`src/rtl/sfb_annul_ctl.sv`:
```
module sfb_annul_ctl #(
  parameter int NST    = 8,
  parameter int COMMIT = 8,
  parameter int CW     = 16
) (
  input  logic          clk,
  input  logic          rst_n,
  input  logic          stall_i,
  input  logic          dec_valid_i,
  input  logic          dec_branch_i,
  input  logic          dec_short_i,
  input  logic          dec_strong_i,
  input  logic          dec_pred_i,
  input  logic          res_taken_i,
  output logic          bo_take_o,
  output logic [NST-1:0] annul_o,
  output logic          flush_o,
  output logic          redir_tgt_o,
  output logic [CW-1:0] cnt_bo_o,
  output logic [CW-1:0] cnt_ann_o,
  output logic [CW-1:0] cnt_flush_o
);
  localparam int L = NST - 1;

  function automatic logic [NST-1:0] f_ok();
    logic [NST-1:0] m;
    for (int i = 0; i < NST; i++) m[i] = (i + 1 < COMMIT);
    return m;
  endfunction
  localparam logic [NST-1:0] OK_MASK = f_ok();

  logic [NST-1:0] v, br, pt, bo, sh, an;
  logic bo_act, need_sh;

  wire adv     = ~stall_i;
  wire res_v   = adv & v[L] & br[L] & ~an[L];
  wire res_bo  = res_v & bo[L];
  wire res_ord = res_v & ~bo[L];

  wire [NST-1:0] shv = v & sh & ~an;
  wire sh_ok    = |(shv & OK_MASK);
  wire bo_annul = res_bo & res_taken_i & sh_ok;
  wire [NST-1:0] mark = bo_annul ? (shv & OK_MASK) : '0;

  assign flush_o     = (res_ord & (res_taken_i ^ pt[L])) | (res_bo & res_taken_i & ~sh_ok);
  assign redir_tgt_o = res_taken_i;

  wire busy = bo_act & ~res_bo;
  assign bo_take_o = adv & ~flush_o & dec_valid_i & dec_branch_i & dec_short_i
                   & ~dec_strong_i & ~busy;

  wire enter   = adv & ~flush_o & dec_valid_i;
  wire take_sh = enter & need_sh & ~res_bo;

  wire [NST-1:0] anm = an | mark;
  wire [NST-1:0] shm = res_bo ? '0 : sh;

  assign annul_o = v & an;

  always_ff @(posedge clk) begin
    if (!rst_n) begin
      v <= '0; br <= '0; pt <= '0; bo <= '0; sh <= '0; an <= '0;
      bo_act <= 1'b0; need_sh <= 1'b0;
    end else if (adv) begin
      if (flush_o) begin
        v <= '0; sh <= '0;
        bo_act <= 1'b0; need_sh <= 1'b0;
      end else begin
        v  <= {v[NST-2:0], dec_valid_i};
        br <= {br[NST-2:0], dec_valid_i & dec_branch_i};
        pt <= {pt[NST-2:0], dec_pred_i & ~bo_take_o};
        bo <= {bo[NST-2:0], bo_take_o};
        an <= {anm[NST-2:0], 1'b0};
        sh <= {shm[NST-2:0], take_sh};
        bo_act  <= bo_take_o | (bo_act & ~res_bo);
        need_sh <= bo_take_o | (need_sh & ~take_sh & ~res_bo);
      end
    end
  end

  always_ff @(posedge clk) begin
    if (!rst_n) begin
      cnt_bo_o <= '0; cnt_ann_o <= '0; cnt_flush_o <= '0;
    end else begin
      if (bo_take_o) cnt_bo_o    <= cnt_bo_o + 1'b1;
      if (bo_annul)  cnt_ann_o   <= cnt_ann_o + 1'b1;
      if (flush_o)   cnt_flush_o <= cnt_flush_o + 1'b1;
    end
  end
endmodule


```
`config.mk`:
```
export PLATFORM = sky130hd
export DESIGN_NAME = sfb_annul_ctl
export DESIGN_NICKNAME = d
export VERILOG_FILES = /design/src/rtl/sfb_annul_ctl.sv
export SDC_FILE = /design/constraint.sdc
export NUM_CORES = 1
export LEC_CHECK = 0
export ABC_AREA = 1
export CORE_MARGIN = 2
export CORE_UTILIZATION = 44
export CTS_BUF_LIST = sky130_fd_sc_hd__clkbuf_4 sky130_fd_sc_hd__clkbuf_8
export DETAILED_ROUTE_END_ITERATION = 8
export GPL_ROUTABILITY_DRIVEN = 0
export PLACE_DENSITY_LB_ADDON = 0.1
export SETUP_SLACK_MARGIN = 0.1
export SLEW_MARGIN = 20
export SYNTH_ARGS = -nofsm -noshare
export SYNTH_HDL_FRONTEND = slang
export SYNTH_SLANG_ARGS = --single-unit
```
`constraint.sdc`:
```
create_clock -name clk -period 2.9 [get_ports clk]
set_input_delay 0.435 -clock clk [delete_from_list [all_inputs] [get_ports clk]]
set_output_delay 0.435 -clock clk [all_outputs]
set_load 0.02 [all_outputs]
```
==> flow_metrics.env <==
export IMPL_syn_nets=656
export IMPL_syn_area_mm2=0.004678
export IMPL_htree_levels=3
export IMPL_dr_pass1_iters=4
export IMPL_critical_path_endpoint_type="primary output"
export IMPL_crit_arrival_ps=2220
export IMPL_holdCritPathClass="flop to flop"
export IMPL_drive_gt1_frac=0.08873
export IMPL_io_pins=68
export IMPL_hold_depth=2
export IMPL_final_max_slew_viol_count=0
export IMPL_setup_viol=0
export IMPL_timing_hold_ws_ps=459.1
export IMPL_p_per_area_mw_per_mm2=405.7
export IMPL_die_height_um=107.1
export IMPL_cp_max_fo=4
export IMPL_grt_overflow_total=0
export IMPL_grt_pass1_vias=3824
export IMPL_cts_setup_buffers=0
export IMPL_cts_tree="yes"
export IMPL_drcViolationCount=0
export IMPL_clk_pin_slew_ps=90
export IMPL_wl_mm=10.41
export IMPL_dieArea_mm2=0.01147
export IMPL_drt_initial_drc_count=150
export IMPL_power_uw=2273
export IMPL_yosysUniqueCellTypes=36
export IMPL_maxCapViolations=0
export IMPL_ys_warn_count=0
export IMPL_wl_per_cell_um=12.30
export IMPL_p_switching_uw=533.9
export IMPL_vias=4221
export IMPL_nNetsFinal=717
export IMPL_area_growth_pct=19.76
export IMPL_ys_ff_latch=96
export IMPL_routed_via_density=4.989
export IMPL_start_kind="input pin"
export IMPL_reg2reg_to="an[7]"
export IMPL_fin_crit_sh=0.9171
export IMPL_p_clk_frac=0.362
export IMPL_async_flop_share=0
export IMPL_period_needed_ps=2660
export IMPL_insertion_delay_ps=360
export IMPL_cts_made_buffers=9
export IMPL_grt_max_degree=38
export IMPL_fin_skew_ps=9.124
export IMPL_vdd_drop_max_v=0.0002024
export IMPL_outcome="finished clean"
export IMPL_yosysSeqAreaShare=0.4108
export IMPL_p_int_uw=1739
export IMPL_initial_core_util=0.4532
export IMPL_sequentialPowerShare=0.587
export IMPL_grt_use_total=0.1884
export IMPL_rsz0062_at_grt="no"
export IMPL_slew_limit_headroom=0.5818
export IMPL_grt_pass1_wl_mm=17.71
export IMPL_avgSynthCellArea_um2=7.264
export IMPL_ys_top_cells_by_area="dfxtp_1 41%, nand2_1 13%, a21oi_1 8.3%"
export IMPL_port_buffers=66
export IMPL_p_leak_uw=0.002002
export IMPL_core_rowCount=37
export IMPL_antenna_found_initial=0
export IMPL_hold_path_endpoint="bo[1]"
export IMPL_die_w_um=107.1
export IMPL_r2r_start="an[5]"
export IMPL_yosysTopAreaCellShare=0.4108
export IMPL_detail_route_antenna_nets=0
export IMPL_critPathKind="input pin to primary output"
export IMPL_post_route_util=0.5427
export IMPL_switching_share=0.2349
export IMPL_fin_setup_tns_ps=0
export IMPL_fmax_ghz=0.3760
export IMPL_reg2reg_setup_slack_ps=900
export IMPL_clockBufferDepth=2
export IMPL_synth_main_ff_cell="dfxtp_1"
export IMPL_place_ws_ps=84.85
export IMPL_root_buffer="clkbuf_8"
export IMPL_clock_sinks=96
export IMPL_dpl_hpwl_mm=7.169
export IMPL_required_ps=2470
export IMPL_synth_edf_count=0
export IMPL_worstHoldStart="bo[0]"
export IMPL_setup_ws_ps=240.3
export IMPL_core_area_mm2=0.01032
export IMPL_synthCells=644
export IMPL_r2r_cells=10
export IMPL_hold_viol=0
export IMPL_synth_area_leader_cell="dfxtp_1"
export IMPL_antenna_cells=0
export IMPL_worst_pin_slew_ps=626.4
export IMPL_pwr_share_comb=0.051
worst max-delay path: stages:
cell,delay (ps)
clkdlybuf4s50_1,490
a21oi_1,200
o2111ai_2,180
buf_4,190
nand2_2,90
clkdlybuf4s50_1,620
repair_timing:
action                     4_1_cts  5_1_grt
setup endpoints to repair        1        1
gates resized for setup          1        1
hold buffers                     0        0
gates cloned                     0        0
synth_stat cells (2+ instances only):
cell type  count
a21oi_1       78
a21oi_2        9
buf_4          5
buf_6          7
buf_8          2
clkbuf_1      13
dfxtp_1       96
ha_1           3
inv_1         64
inv_2          2
nand2_1      160
nand2_2       12
nand3_1       36
nand3_4        4
nand4_1       27
nor2_1        38
nor2_2         2
nor2_4         2
nor3_1        17
nor3b_1        2
nor4_1         4
o21ai_0       31
xnor2_1        8
xor2_1        10
cells in the final DEF, fill, tap and decap left out, types with 2 or more instances in the layout:
cell type and count:
a21oi_1 78, a21oi_2 9, buf_4 11, clkbuf_4 4
clkbuf_8 10, clkdlybuf4s50_1 65, clkinvlp_4 2, dfxtp_1 96
ha_1 3, inv_1 64, inv_2 2, nand2_1 160
nand2_2 12, nand3_1 36, nand3_4 4, nand4_1 27
nor2_1 38, nor2_2 2, nor2_4 2, nor3_1 17
nor3b_1 2, nor4_1 4, o21ai_0 31, xnor2_1 8
xor2_1 10
flip-flops by register name (all words and copies together) (netlist names):
name         flops
an               7
br               8
bo               8
bo_act           1
cnt_ann_o       16
pt               8
cnt_flush_o     16
sh               7
cnt_bo_o        16
need_sh          1
v                8
cell type report:
class                   instances  area, µm²
fillers                      1008       4721
multi-input cells             453       2308
flip-flops and latches         96       1922
repair buffers                 78      765.7
inverters                      67      254.0
well taps                     136      170.2
clock buffers                  14      167.7
clock inverters                 2      15.01
cell families (layout without fill, tap and decap cells):
kind of cell / count (synthesis) / count (layout) / synth area share
simple gates: 308 / 308 / 0.3081
fa+ha+maj: 3 / 3 / 0.008024
xor+xnor: 18 / 18 / 0.03370
other cells: 1 / 1 / 0.0008016
flops: 96 / 96 / 0.4108
compound gates: 123 / 123 / 0.1415
buf+inv: 95 / 161 / 0.09709
power by group through the flow:
stage	Combinational (µW)	Clock (µW)	Sequential [µW]
4_1_cts	116	855	1340
5_1_grt	128	905	1340
3_3_place_gp	115	0	1370
2_1_floorplan	89.1	0	1370
3_5_place_dp	116	0	1370
6_report	116	822	1340
stage by stage:
| step | area (µm²) | cells |
|---|---|---|
| 4_1_cts | 5600 | 846 |
| 2_1_floorplan | 4678 | 644 |
| 3_3_place_gp | 5411 | 830 |
| 5_1_grt | 5603 | 846 |
| 6_report | 5603 | 846 |
| 3_5_place_dp | 5411 | 830 |
how the worst max path moves through the flow:
stage                            from        end  slack, ps  cells past startpoint
after floorplan               stall_i  bo_take_o       1010                      9
after global routing          stall_i    flush_o        180                      6
final                     res_taken_i    flush_o        240                      6
after detailed placement  res_taken_i  bo_take_o         80                      7
after CTS                     stall_i  bo_take_o        130                     10
after global placement    res_taken_i  bo_take_o        120                      7
per-layer routing:
metal  wire [µm]  up-vias  GRT usage  part of all wire
li1            -     2226          -                 -
met1        5378     1910     0.2680              0.52
met2        4505       76     0.2889              0.43
met3         406        9    0.02736             0.039
met4         115        0    0.06957             0.011
met5           0        -          0                 0
Power figures use the tool's default switching activity.
